<file path="src/rtl/ddc_pkg.sv">
// Package: shared codes and types for the DMA deferral controller.
// Assumes 2-bit hint and enable encodings as listed below.
package ddc_pkg;

    // Platform activity hint codes (11 is reserved)
    localparam logic [1:0] HINT_IDLE   = 2'b00;
    localparam logic [1:0] HINT_ACTIVE = 2'b01;
    localparam logic [1:0] HINT_WINDOW = 2'b10;
    localparam logic [1:0] HINT_RSVD   = 2'b11;

    // Hint path select codes
    localparam logic [1:0] SRC_OFF = 2'b00;
    localparam logic [1:0] SRC_MSG = 2'b01;
    localparam logic [1:0] SRC_PIN = 2'b10;

    // Which party supplies the grant this cycle
    typedef enum logic [1:0] {
        SEL_NONE   = 2'b00,
        SEL_URGENT = 2'b01,
        SEL_QUEUE  = 2'b10,
        SEL_DIRECT = 2'b11
    } grant_src_e;

endpackage

</file>
<file path="src/rtl/ddc_hint_tracker.sv">
// Module: keeps the platform activity hint taken from the selected path.
// The effective hint is forced to active when the path select is off or
// names a path that is not present. Reserved hint codes are dropped.
// Assumes update strobes are already synchronous to clk.
module ddc_hint_tracker
    import ddc_pkg::*;
(
    input  logic       clk,
    input  logic       rst_n,
    input  logic [1:0] cap_supported,
    input  logic [1:0] ctl_enable,
    input  logic       msg_valid,
    input  logic [1:0] msg_code,
    input  logic       pin_valid,
    input  logic [1:0] pin_code,
    output logic [1:0] eff_hint
);

    logic       use_msg;
    logic       use_pin;
    logic       src_ok;
    logic       upd_valid;
    logic [1:0] upd_code;
    logic [1:0] hint_q;

    // Work out which path (if any) is both selected and present
    always_comb begin
        use_msg = (ctl_enable == SRC_MSG) && cap_supported[0];
        use_pin = (ctl_enable == SRC_PIN) && cap_supported[1];
        src_ok  = use_msg || use_pin;
    end

    // Take the update from the chosen path only
    always_comb begin
        upd_valid = 1'b0;
        upd_code  = HINT_ACTIVE;
        if (use_msg) begin
            upd_valid = msg_valid;
            upd_code  = msg_code;
        end else if (use_pin) begin
            upd_valid = pin_valid;
            upd_code  = pin_code;
        end
    end

    // Store the hint; drop back to active when no valid path exists
    always_ff @(posedge clk) begin
        if (!rst_n) begin
            hint_q <= HINT_ACTIVE;
        end else if (!src_ok) begin
            hint_q <= HINT_ACTIVE;
        end else if (upd_valid && (upd_code != HINT_RSVD)) begin
            hint_q <= upd_code;
        end
    end

    // Effective hint seen by the arbiter
    assign eff_hint = src_ok ? hint_q : HINT_ACTIVE;


    no_rsvd_hint_chk: assert property (@(posedge clk) disable iff (!rst_n)
        eff_hint != HINT_RSVD);


    msg_quiet_hold_chk: assert property (@(posedge clk) disable iff (!rst_n)
        ((ctl_enable == SRC_MSG) && cap_supported[0] && !msg_valid &&
         (ctl_enable == $past(ctl_enable)) && ($past(cap_supported[0])))
        |=> (hint_q == $past(hint_q)));


    pin_ignored_chk: assert property (@(posedge clk) disable iff (!rst_n)
        ((ctl_enable == SRC_PIN) && cap_supported[1] && !pin_valid)
        |=> (hint_q == $past(hint_q)) || !rst_n);


    bad_src_active_chk: assert property (@(posedge clk) disable iff (!rst_n)
        !src_ok |=> (hint_q == HINT_ACTIVE));

endmodule

</file>
<file path="src/rtl/ddc_defer_fifo.sv">
// Module: first-in first-out store for deferred request tags.
// One push and one pop per cycle, both allowed in the same cycle.
// Assumes DEPTH >= 2 and that the caller never pushes into a full store
// without popping, nor pops an empty one.
module ddc_defer_fifo #(
    parameter int DEPTH = 4,
    parameter int W     = 8
) (
    input  logic         clk,
    input  logic         rst_n,
    input  logic         push,
    input  logic [W-1:0] din,
    input  logic         pop,
    output logic [W-1:0] dout,
    output logic         empty,
    output logic         full
);

    localparam int AW = $clog2(DEPTH);
    localparam int CW = $clog2(DEPTH + 1);
    localparam logic [AW-1:0] LAST = AW'(DEPTH - 1);
    localparam logic [CW-1:0] CMAX = CW'(DEPTH);

    logic [W-1:0]  slot [DEPTH];
    logic [AW-1:0] wr_ptr;
    logic [AW-1:0] rd_ptr;
    logic [CW-1:0] count;

    // One storage register per entry, written when the write pointer hits it
    for (genvar i = 0; i < DEPTH; i++) begin : g_slot
        always_ff @(posedge clk) begin
            if (push && (wr_ptr == AW'(i))) begin
                slot[i] <= din;
            end
        end
    end

    // Advance pointers with wrap at the last entry
    always_ff @(posedge clk) begin
        if (!rst_n) begin
            wr_ptr <= '0;
            rd_ptr <= '0;
        end else begin
            if (push) wr_ptr <= (wr_ptr == LAST) ? '0 : wr_ptr + 1'b1;
            if (pop)  rd_ptr <= (rd_ptr == LAST) ? '0 : rd_ptr + 1'b1;
        end
    end

    // Track occupancy
    always_ff @(posedge clk) begin
        if (!rst_n) begin
            count <= '0;
        end else begin
            case ({push, pop})
                2'b10:   count <= count + 1'b1;
                2'b01:   count <= count - 1'b1;
                default: count <= count;
            endcase
        end
    end

    assign dout  = slot[rd_ptr];
    assign empty = (count == '0);
    assign full  = (count == CMAX);


    no_overflow_chk: assert property (@(posedge clk) disable iff (!rst_n)
        !(push && full && !pop));


    no_underflow_chk: assert property (@(posedge clk) disable iff (!rst_n)
        !(pop && empty));


    reset_empty_chk: assert property (@(posedge clk)
        !rst_n |=> empty);

endmodule

</file>
<file path="src/rtl/ddc_grant_arbiter.sv">
// Module: picks one grant per cycle from an urgent request, the head of
// the deferral store, or a non-urgent request passed straight through.
// Decides pushes and pops for the store and registers the grant.
// Assumes one request per cycle and a store with same-cycle push and pop.
module ddc_grant_arbiter
    import ddc_pkg::*;
#(
    parameter int TAG_W = 8
) (
    input  logic             clk,
    input  logic             rst_n,
    input  logic [1:0]       eff_hint,
    input  logic             req_valid,
    input  logic             req_urgent,
    input  logic [TAG_W-1:0] req_tag,
    output logic             req_ready,
    input  logic             q_empty,
    input  logic             q_full,
    input  logic [TAG_W-1:0] q_head,
    output logic             q_push,
    output logic             q_pop,
    output logic             grant_valid,
    output logic [TAG_W-1:0] grant_tag,
    output logic             grant_urgent
);

    logic       is_idle;
    logic       drain;
    grant_src_e sel;

    // Store is drained when the processor is not idle, or when it is full
    always_comb begin
        is_idle = (eff_hint == HINT_IDLE);
        drain   = !q_empty && (!is_idle || q_full);
    end

    // Grant selection in priority order: urgent, store head, direct
    always_comb begin
        sel       = SEL_NONE;
        req_ready = 1'b0;
        q_push    = 1'b0;
        q_pop     = 1'b0;
        if (req_valid && req_urgent) begin
            sel       = SEL_URGENT;
            req_ready = 1'b1;
        end else if (drain) begin
            sel   = SEL_QUEUE;
            q_pop = 1'b1;
            if (is_idle) begin
                req_ready = 1'b1;
                q_push    = req_valid;
            end
        end else if (is_idle) begin
            req_ready = 1'b1;
            q_push    = req_valid;
        end else begin
            req_ready = 1'b1;
            if (req_valid) sel = SEL_DIRECT;
        end
    end

    // Register the chosen grant
    always_ff @(posedge clk) begin
        if (!rst_n) begin
            grant_valid  <= 1'b0;
            grant_tag    <= '0;
            grant_urgent <= 1'b0;
        end else begin
            grant_valid  <= (sel != SEL_NONE);
            grant_urgent <= (sel == SEL_URGENT);
            grant_tag    <= (sel == SEL_QUEUE) ? q_head : req_tag;
        end
    end


    urgent_pass_chk: assert property (@(posedge clk) disable iff (!rst_n)
        (req_valid && req_urgent) |=> (grant_valid && grant_urgent &&
                                       grant_tag == $past(req_tag)));


    idle_hold_chk: assert property (@(posedge clk) disable iff (!rst_n)
        (is_idle && !q_full && req_valid && !req_urgent) |=> !grant_valid);


    drain_stall_chk: assert property (@(posedge clk) disable iff (!rst_n)
        (!is_idle && !q_empty && req_valid && !req_urgent) |-> !req_ready);


    drain_grant_chk: assert property (@(posedge clk) disable iff (!rst_n)
        (!is_idle && !q_empty && !(req_valid && req_urgent))
        |=> (grant_valid && !grant_urgent));


    reset_quiet_chk: assert property (@(posedge clk)
        !rst_n |=> !grant_valid);

endmodule

</file>
<file path="src/rtl/dma_defer_ctrl.sv">
// Module: top of the DMA deferral controller. Tracks the platform activity
// hint from the selected path, holds non-urgent requests while idle, and
// releases them in arrival order once the hint allows.
// Assumes all inputs are synchronous to clk.
module dma_defer_ctrl
    import ddc_pkg::*;
#(
    parameter int DEPTH = 4,
    parameter int TAG_W = 8
) (
    input  logic             clk,
    input  logic             rst_n,
    input  logic [1:0]       cap_supported,
    input  logic [1:0]       ctl_enable,
    input  logic             msg_hint_valid,
    input  logic [1:0]       msg_hint,
    input  logic             pin_hint_valid,
    input  logic [1:0]       pin_hint,
    input  logic             req_valid,
    input  logic             req_urgent,
    input  logic [TAG_W-1:0] req_tag,
    output logic             req_ready,
    output logic             grant_valid,
    output logic [TAG_W-1:0] grant_tag,
    output logic             grant_urgent
);

    logic [1:0]       eff_hint;
    logic             q_push;
    logic             q_pop;
    logic             q_empty;
    logic             q_full;
    logic [TAG_W-1:0] q_head;

    ddc_hint_tracker u_hint (
        .clk           (clk),
        .rst_n         (rst_n),
        .cap_supported (cap_supported),
        .ctl_enable    (ctl_enable),
        .msg_valid     (msg_hint_valid),
        .msg_code      (msg_hint),
        .pin_valid     (pin_hint_valid),
        .pin_code      (pin_hint),
        .eff_hint      (eff_hint)
    );

    ddc_defer_fifo #(
        .DEPTH (DEPTH),
        .W     (TAG_W)
    ) u_fifo (
        .clk   (clk),
        .rst_n (rst_n),
        .push  (q_push),
        .din   (req_tag),
        .pop   (q_pop),
        .dout  (q_head),
        .empty (q_empty),
        .full  (q_full)
    );

    ddc_grant_arbiter #(
        .TAG_W (TAG_W)
    ) u_arb (
        .clk          (clk),
        .rst_n        (rst_n),
        .eff_hint     (eff_hint),
        .req_valid    (req_valid),
        .req_urgent   (req_urgent),
        .req_tag      (req_tag),
        .req_ready    (req_ready),
        .q_empty      (q_empty),
        .q_full       (q_full),
        .q_head       (q_head),
        .q_push       (q_push),
        .q_pop        (q_pop),
        .grant_valid  (grant_valid),
        .grant_tag    (grant_tag),
        .grant_urgent (grant_urgent)
    );


    off_means_active_chk: assert property (@(posedge clk) disable iff (!rst_n)
        (ctl_enable == SRC_OFF) |-> (eff_hint == HINT_ACTIVE));

endmodule

</file>
<file path="config.mk">
export PLATFORM = sky130hd
export DESIGN_NAME = dma_defer_ctrl
export DESIGN_NICKNAME = d
export VERILOG_FILES = /design/src/rtl/ddc_pkg.sv /design/src/rtl/ddc_hint_tracker.sv /design/src/rtl/ddc_defer_fifo.sv /design/src/rtl/ddc_grant_arbiter.sv /design/src/rtl/dma_defer_ctrl.sv
export SDC_FILE = /design/constraint.sdc
export NUM_CORES = 1
export LEC_CHECK = 0
export ABC_AREA = 1
export BUFFER_PORTS_ARGS = -buffer_cell sky130_fd_sc_hd__buf_4
export CAP_MARGIN = 20
export CORE_ASPECT_RATIO = 2
export CORE_UTILIZATION = 61
export DETAILED_ROUTE_END_ITERATION = 8
export GPL_TIMING_DRIVEN = 0
export PLACE_DENSITY = 0.84
export SLEW_MARGIN = 20
export SYNTH_ARGS = -nofsm -noshare
export SYNTH_HDL_FRONTEND = slang
export SYNTH_HIERARCHICAL = 1
export SYNTH_SLANG_ARGS = --single-unit
export TNS_END_PERCENT = 10
</file>
<file path="constraint.sdc">
create_clock -name clk -period 6.2 [get_ports clk]
set_input_delay 0.62 -clock clk [delete_from_list [all_inputs] [get_ports clk]]
set_output_delay 0.62 -clock clk [all_outputs]
set_load 0.1 [all_outputs]
</file>
==> results.cfg, run 1 <==
[global_route]
grt_start_max_net_pins = 16
grt_pass1_vias = 1809
overflow = 0
grt_first_pass_wirelength_um = 7590
track_usage = 0.2529
antenna_found_initial = 0

[final_layout]
stdcell_area_um2 = 2780
final_util = 0.7545
drive_above_1_share = 0.2068
register_area_um2 = 1381
nets = 323
stdcell_count = 344
syn_to_final_growth_pct = 16.40
multiInputGateArea_um2 = 765.7
fill_cells = 279
diodes = 0

[power]
p_per_area_nw_per_um2 = 397.0
power_leakage_nw = 1.290
irDropWorstVdd_v = 0.0002663

[floorplanning]
fp.dieW_um = 46.25
start_util = 0.6482
core_um2 = 3685
rows = 31
ios = 33
die_area_um2 = 4185
die_h_um = 90.50

[clock_tree]
clk_pin_slew_ns = 0.08
cts_root_buffer = clkbuf_8
htree_levels = 2
cts-hold-fix-buffers = 0
clk_latency_ns = 0.30
numCtsBuffers = 5
postCtsSetupRepairBufs = 0
cts_tree = built
ctsResizeCount = 0
clockBufferDepth = 2
cts.sinks = 53

[routing]
drt_iter0_markers = 64
num_vias = 1819
first_pass_iters = 4
drcViolationCount = 0
drt_wl_total_um = 4768
antenna_left = 0
routedWlPerCell_um = 13.86
viasPerCell = 5.288

[synth]
syn-instance-count = 255
synth.top_cells.by_area = edfxtp_1 40%, dfxtp_1 18%, inv_1 8.0%, nand2_1 5.7%, nor2_1 4.7%
synthDistinctLibCells = 26
mappedNetlistArea_um2 = 2389
synth_compound_area_frac = 0.08277
yosys.area_share.adder = 0.03981
ys_warn_count = 6
netlist.top_cell.by_area = edfxtp_1
synth_seq_area_share = 0.5783
netlist.area_leader.share = 0.4023
synthXorXnorAreaFrac = 0
synth_top_family_by_area = simple AND/OR/NAND/NOR gates
synth-seq-cells = 53
syn_area_per_cell_um2 = 9.367
synthMuxAreaShare = 0
yosys.area_share.simple = 0.1980
syn_nets = 284

[timing]
slew_viol_final = 0
setup_viol = 0
worst_slew_pin_slew_ns = 0.3858
rsz0062_at_grt = no
setup_ws_ns = 3.336
period_share = 0.4620
skew_ns = 0.006019
finalSetupTns_ns = 0
period_needed_ns = 2.864
hold_viol_final = 0
slew_headroom = 0.7425
max_freq_ghz = 0.3491

[placed_design]
dp_hpwl_um = 3414
placedCellCount = 336
numPortBuffers = 32
pre_cts_ws_ns = 3.341
gp_congestion = 0.8478
place_area_um2 = 2690

[setup_path]
cp.depth = 12
reg2regPathDepth = 14
cp_top_family = simple AND/OR/NAND/NOR gates
critical_path.cell_chain = buf_4, inv_1, nand3_1, nand2_1, inv_2, or2_1, nor2_2, nand2_4, nand3_4, inv_2, nand2_1, buf_4
crit_fanout = 10
worstSetupStartpointType = primary input
cp_slowest_cell = buf_4
slowest_delay_ns = 0.28
crit_buf_inv = 5
cp-end-kind = output port
crit_type = primary input to output port
crit_required_ns = 5.58
critPathArrivalTime_ns = 2.24

[job]
cap_violations = 0

[worst_hold_path]
holdPathStages = 2
hp-class = flip-flop to flip-flop

[status]
status = finished, final reports clean
==> worst min-delay path: cells and delay by family, from the launching register on <==
| kind | cells | cell delay [ns] |
|---|---|---|
| flip-flops | 1 | 0.32 |
| AND/OR/NAND/NOR | 2 | 0.12 |
==> Yosys cell counts (all sizes together) <==
cell type and instances:
nor2 35, nand4 12, and3 1, inv 55, a21oi 7, o22ai 8
or2 1, nand3 5, fa 1, o21ai 21, edfxtp 32, dfxtp 21
nand2 42, buf 4, nor3 4, ha 6
==> cell type report <==
| cell class | count | area share |
|---|---|---|
| multi-input combinational | 143 | 0.2754 |
| buffer | 4 | 0.01260 |
| inverter | 55 | 0.07426 |
| sequential | 53 | 0.4968 |
| timing repair buffer | 32 | 0.08641 |
| clock buffer | 8 | 0.03240 |
| tap | 49 | 0.02205 |
==> report_power, final <==
part | total (mW) | internal (mW) | leakage, nW | switching, mW
clock | 0.190 | 0.0911 | 0.0455 | 0.0992
sequential | 0.434 | 0.410 | 0.461 | 0.0234
combinational | 0.480 | 0.119 | 0.784 | 0.360
==> flip-flops by register name, indices dropped and copies added, names as in the netlist, named ones only <==
register	cells
u_fifo/slot	32
u_arb/grant_tag	8
u_fifo/count	3
u_fifo/rd_ptr	2
u_fifo/wr_ptr	2
u_hint/hint_q	2
u_arb/grant_urgent	1
u_arb/grant_valid	1
==> logic make-up (layout without fill, tap and decap cells) <==
kind of cell | Yosys count | count (layout)
AND/OR/NAND/NOR | 100 | 100
buffers and inverters | 59 | 99
flip-flops | 53 | 53
AO/OA/AOI/OAI | 36 | 36
adder cells (fa/ha/maj) | 7 | 7
==> per-layer routing <==
layer | vias to the layer above | share of wire | global-route usage
met3 | 18 | 0.048 | 0.04400
met1 | 830 | 0.36 | 0.2469
li1 | 897 | - | -
met4 | 0 | 0.030 | 0.1373
met5 | - | 0 | 0
met2 | 74 | 0.57 | 0.4554
==> worst paths after layout <==
path                            slack (ns)          endpoint              from
worst min register to register        0.48  u_hint/hint_q[0]  u_hint/hint_q[0]
worst max register to register        4.09   u_fifo/count[2]   u_fifo/count[2]
worst max-delay path                  3.34         req_ready     ctl_enable[1]
worst min-delay path                  0.48  u_hint/hint_q[0]  u_hint/hint_q[0]
==> placed cells by master (no fill, tap or decap), drive strengths merged, types with 7 or more instances in the layout <==
cell / count
buf: 36
dfxtp: 21
nor2: 35
a21oi: 7
o21ai: 21
edfxtp: 32
nand2: 42
inv: 55
o22ai: 8
nand4: 12
clkbuf: 8
==> stage by stage <==
| stage | hold WS, ns | power (mW) |
|---|---|---|
| floorplan | 0.4367 | 0.8072 |
| global placement | 0.4580 | 0.9077 |
| detailed placement | 0.4778 | 0.9190 |
| CTS | 0.4916 | 1.106 |
| global route | 0.5075 | 1.160 |
| finish | 0.4773 | 1.104 |
No activity file was read; power rests on OpenSTA's default activity.
==> run 2, diff against run 1 <==
--- a/config.mk
+++ b/config.mk
@@ -9,10 +9,10 @@
 export BUFFER_PORTS_ARGS = -buffer_cell sky130_fd_sc_hd__buf_4
 export CAP_MARGIN = 20
 export CORE_ASPECT_RATIO = 2
-export CORE_UTILIZATION = 61
+export CORE_UTILIZATION = 56
 export DETAILED_ROUTE_END_ITERATION = 8
 export GPL_TIMING_DRIVEN = 0
-export PLACE_DENSITY = 0.84
+export PLACE_DENSITY = 0.78
 export SLEW_MARGIN = 20
 export SYNTH_ARGS = -nofsm -noshare
 export SYNTH_HDL_FRONTEND = slang
==> constraint.sdc (replaced) <==
create_clock -name clk -period 3 [get_ports clk]
set_input_delay 0.3 -clock clk [delete_from_list [all_inputs] [get_ports clk]]
set_output_delay 0.3 -clock clk [all_outputs]
set_load 0.1 [all_outputs]
==> results.cfg, run 2 (same netlist as run 1, synthesis figures left out) <==
[setup_path]
critical_path.cell_chain = buf_4, inv_1, nand3_1, nand2_1, inv_2, or2_1, nor2_2, nand2_4, nand3_4, inv_2, nand2_1, buf_4
crit_required_ns = 2.70
crit_fanout = 10
rr_endpoint = u_fifo/count[2]
crit_type = primary input to output port
worstSetupStartpointType = primary input
cp-end-kind = output port
r2r_start = u_fifo/count[2]
cp_slowest_cell = buf_4
reg2regPathDepth = 15
crit_buf_inv = 5
critPathArrivalTime_ns = 1.94
slowest_delay_ns = 0.28
cp_top_family = simple AND/OR/NAND/NOR gates
ff2ff_setup_slack_ns = 0.87

[global_route]
grt_first_pass_wirelength_um = 7286
overflow = 0
grt_start_max_net_pins = 17
track_usage = 0.2331
antenna_found_initial = 0
grt_pass1_vias = 1675

[timing]
hold_viol_final = 0
period_needed_ns = 2.241
period_share = 0.7470
setup_viol = 0
slew_viol_final = 0
setup_ws_ns = 0.7591
rsz0062_at_grt = no
max_freq_ghz = 0.4463
worst_slew_pin_slew_ns = 0.4236
skew_ns = 0.006732
finalSetupTns_ns = 0
slew_headroom = 0.7173

[placed_design]
numPortBuffers = 32
placedCellCount = 339
gp_congestion = 0.8133
pre_cts_ws_ns = 0.4832
dp_hpwl_um = 3357
place_area_um2 = 2694

[clock_tree]
clk_latency_ns = 0.29
clockBufferDepth = 2
cts-hold-fix-buffers = 0
ctsResizeCount = 0
postCtsSetupRepairBufs = 0
cts.sinks = 53
clk_pin_slew_ns = 0.09
htree_levels = 2
numCtsBuffers = 5
cts_root_buffer = clkbuf_8
cts_tree = built

[routing]
drt_iter0_markers = 54
viasPerCell = 5.233
routedWlPerCell_um = 13.29
drcViolationCount = 0
num_vias = 1816
first_pass_iters = 4
antenna_left = 0
drt_wl_total_um = 4612

[worst_hold_path]
min_from = req_tag[5]
min_to = u_fifo/slot[2][5]
hp-class = primary input to flip-flop
holdPathStages = 1

[floorplanning]
rows = 33
fp.dieW_um = 48.18
die_h_um = 94.36
start_util = 0.5843
die_area_um2 = 4546
ios = 33
core_um2 = 4088

[final_layout]
final_common_cell = inv_1
largest_register_ffs = 32
regMostFlops = u_fifo/slot
layout_common_cells = 51 x inv_1, 36 x nand2_1, 33 x buf_4
largestRegisters = u_fifo/slot x32, u_arb/grant_tag x8, u_fifo/count x3
nets = 323
diodes = 0
syn_to_final_growth_pct = 16.40
stdcell_count = 347
drive_above_1_share = 0.2136
stdcell_area_um2 = 2780

[power]
irDropWorstVdd_v = 0.0005196
pwr-share-comb = 0.434
clkPwrFrac = 0.167
p_per_area_nw_per_um2 = 809.5
switching_share = 0.4418
power_switching_mw = 0.9942
power_leakage_nw = 1.289
p_seq_frac = 0.399
p_int_mw = 1.256

[job]
cap_violations = 0

[status]
status = finished, final reports clean
==> run 2: cell types whose count changed in the layout (fill, tap and decap cells not counted), sizes merged <==
cell      change
clkbuf        -3
clkinv        +2
clkinvlp      +1
==> run 2: cell type report <==
class                           count  area, um^2
Timing Repair Buffer               32       240.2
Sequential cell                    53        1381
Clock buffer                        5       68.82
Tap cell                           52       65.06
Fill cell                         337        1308
Inverter                           55       206.4
Clock inverter                      3       17.52
Buffer                              4       35.03
Multi-Input combinational cell    143       765.7
==> run 2: routing by layer <==
| metal | global-route usage | up-vias | wire length (um) |
|---|---|---|---|
| li1 | - | 897 | - |
| met1 | 0.2379 | 830 | 1661 |
| met2 | 0.4011 | 69 | 2574 |
| met3 | 0.03059 | 20 | 168 |
| met4 | 0.1574 | 0 | 207 |
| met5 | 0 | - | 0 |
==> run 2: power groups by stage <==
stage	Combinational [mW]	Clock (mW)	Sequential, mW
detailed placement	0.978	0	0.916
finish	0.977	0.376	0.898
global placement	0.965	0	0.912
CTS	0.980	0.385	0.899
global route	1.05	0.409	0.911
floorplan	0.408	0	1.26
==> run 2: how the worst max path moves through the flow <==
stage	startpoint	endpoint	slack [ns]	cells after the start
floorplan	ctl_enable[1]	req_ready	0.87	10
global placement	ctl_enable[1]	u_fifo/count[1]	0.55	13
detailed placement	ctl_enable[1]	u_fifo/count[1]	0.48	14
CTS	ctl_enable[1]	req_ready	0.77	12
global route	ctl_enable[1]	u_fifo/count[2]	0.63	19
finish	ctl_enable[1]	req_ready	0.76	12
==> run 2: metrics by stage <==
stage	util	hold slack, ns	power (mW)
after global placement	0.6590	0.4604	1.877
after CTS	0.6801	0.1982	2.264
after global routing	0.6801	0.1940	2.375
final	0.6801	0.2090	2.250
after floorplan	-	0.3989	1.668
after detailed placement	0.6590	0.4702	1.894
==> run 2: worst register-to-register path, stage by stage (launching register included) <==
cell     delay, ns
dfxtp_1       0.36
inv_1         0.06
nor3_1        0.13
inv_1         0.09
nand2_4       0.16
nand3_4       0.18
inv_2         0.13
ha_1          0.18
inv_1         0.07
fa_1          0.37
inv_1         0.06
nand2_1       0.06
nand3_1       0.07
nand2_1       0.05
inv_1         0.04
nor2_1        0.03
==> run 3, diff against run 2 <==
--- a/config.mk
+++ b/config.mk
@@ -9,10 +9,10 @@
 export BUFFER_PORTS_ARGS = -buffer_cell sky130_fd_sc_hd__buf_4
 export CAP_MARGIN = 20
 export CORE_ASPECT_RATIO = 2
-export CORE_UTILIZATION = 56
+export CORE_UTILIZATION = 51
 export DETAILED_ROUTE_END_ITERATION = 8
 export GPL_TIMING_DRIVEN = 0
-export PLACE_DENSITY = 0.78
+export PLACE_DENSITY = 0.75
 export SLEW_MARGIN = 20
 export SYNTH_ARGS = -nofsm -noshare
 export SYNTH_HDL_FRONTEND = slang
==> constraint.sdc (replaced) <==
create_clock -name clk -period 1.88 [get_ports clk]
set_input_delay 0.188 -clock clk [delete_from_list [all_inputs] [get_ports clk]]
set_output_delay 0.188 -clock clk [all_outputs]
set_load 0.1 [all_outputs]
==> results.cfg, run 3 (same netlist as run 1, synthesis figures left out) <==
[clock_tree]
cts.sinks = 53
numCtsBuffers = 5
clk_latency_ns = 0.30
cts_tree = built
clk_pin_slew_ns = 0.09
cts_root_buffer = clkbuf_8
clockBufferDepth = 2
htree_levels = 2

[job]
cap_violations = 0

[final_layout]
drive_above_1_share = 0.3007
regMostFlops = u_fifo/slot
layout_common_cells = 45 x inv_1, 44 x buf_4, 33 x nand2_1
largestRegisters = u_fifo/slot x32, u_arb/grant_tag x8, u_fifo/count x3
diodes = 0
final_common_cell = inv_1
largest_register_ffs = 32
syn_to_final_growth_pct = 22.79
nets = 334
fill_cells = 379

[routing]
drt_wl_total_um = 5139
routedWlPerCell_um = 14.28
num_vias = 1882
antenna_left = 0
viasPerCell = 5.228
drt_iter0_markers = 47
drcViolationCount = 0
first_pass_iters = 4

[global_route]
antenna_found_initial = 0
grt_pass1_vias = 1897
grt_start_max_net_pins = 16
track_usage = 0.2211
grt_first_pass_wirelength_um = 8038
overflow = 0

[worst_hold_path]
min_from = req_tag[5]
hp-class = primary input to flip-flop
holdPathStages = 1
min_to = u_fifo/slot[2][5]

[timing]
setup_viol = 0
hold_viol_final = 0
worst_slew_pin_slew_ns = 0.4127
max_freq_ghz = 0.5505
period_needed_ns = 1.816
skew_ns = 0.007452
finalSetupTns_ns = 0
setup_ws_ns = 0.06360
slew_headroom = 0.7246
slew_viol_final = 0
period_share = 0.9662

[power]
power_leakage_nw = 1.341
p_per_area_nw_per_um2 = 1292
irDropWorstVdd_v = 0.001125

[setup_path]
rr_endpoint = u_fifo/count[2]
crit_fanout = 4
cp-end-kind = flip-flop
reg2regPathDepth = 13
critPathArrivalTime_ns = 2.06
worstSetupStartpointType = flip-flop
r2r_start = u_fifo/count[1]
crit_required_ns = 2.12
ff2ff_setup_slack_ns = 0.06
crit_type = flip-flop to flip-flop

[placed_design]
numPortBuffers = 32
pre_cts_ws_ns = -0.4707
gp_congestion = 0.8283
dp_hpwl_um = 3490

[floorplanning]
die_h_um = 98.78
die_area_um2 = 4978
ios = 33
rows = 34
fp.dieW_um = 50.39
start_util = 0.5399
core_um2 = 4424

[status]
status = finished, final reports clean
==> run 3: cell types whose count changed in the layout (fill, tap and decap cells not counted), moves of 2 or more <==
cell,delta
inv_2,+3
buf_4,+11
nand3_2,+2
dfxtp_2,+3
nand2_2,+3
inv_4,+3
inv_1,-6
nand3_1,-2
clkinv_1,+2
nand2_1,-3
dfxtp_1,-4
==> run 3: metrics by stage <==
step / cells / power [mW] / utilization / instance area (um^2) / hold slack (ns)
3_5_place_dp: 341 / 3.043 / 0.6114 / 2705 / 0.4012
3_3_place_gp: 341 / 3.018 / 0.6114 / 2705 / 0.4008
6_report: 360 / 3.790 / 0.6629 / 2933 / 0.09536
4_1_cts: 354 / 3.681 / 0.6431 / 2845 / 0.08895
5_1_grt: 360 / 3.961 / 0.6629 / 2933 / 0.09095
2_1_floorplan: 255 / 2.669 / - / 2397 / 0.2869
==> run 3: cell type report <==
class                           instances  area (um^2)  area share
Timing Repair Buffer                   43        322.8      0.1101
Tap cell                               54        67.56     0.02304
Inverter                               55        214.0     0.07295
Multi-Input combinational cell        143        823.3      0.2807
Clock buffer                            5        68.82     0.02346
Clock inverter                          3        12.51    0.004266
Sequential cell                        53         1389      0.4735
Buffer                                  4        35.03     0.01195
==> run 3: worst max-delay path by stage <==
stage | start | to | cells past startpoint
6_report | u_fifo/count[1] | u_fifo/count[2] | 13
5_1_grt | u_fifo/count[1] | u_fifo/count[2] | 13
4_1_cts | u_fifo/count[2] | u_fifo/count[2] | 15
3_5_place_dp | ctl_enable[1] | u_fifo/count[2] | 19
3_3_place_gp | ctl_enable[1] | u_fifo/count[1] | 14
2_1_floorplan | ctl_enable[0] | u_fifo/count[1] | 12
==> run 3: what timing repair did <==
action | CTS | global route
hold buffers | 0 | 0
pin swaps | 7 | 9
buffers inserted | 5 | 6
resized for setup | 8 | 16
setup endpoints to repair | 3 | 2
==> run 3: critical path: stages, from the launching register on <==
cell	delay, ns
dfxtp_4	0.38
nor3_4	0.21
inv_2	0.06
nand2_4	0.07
nand3_4	0.07
inv_4	0.08
ha_4	0.15
inv_4	0.03
fa_2	0.35
nand2_1	0.11
nand3_2	0.08
nand2_2	0.06
inv_1	0.03
nor2_1	0.06
==> run 3: per-layer routing <==
metal / up-vias / part of all wire / track usage
li1: 922 / - / -
met1: 888 / 0.35 / 0.2080
met2: 63 / 0.58 / 0.4092
met3: 9 / 0.045 / 0.03549
met4: 0 / 0.019 / 0.1560
met5: - / 0 / 0
==> run 3: where the power goes <==
group	total (mW)	switching [mW]	internal, mW
clock network	0.595	0.343	0.252
registers	1.45	0.0900	1.36
logic	1.75	1.25	0.501
total	3.79	1.68	2.11
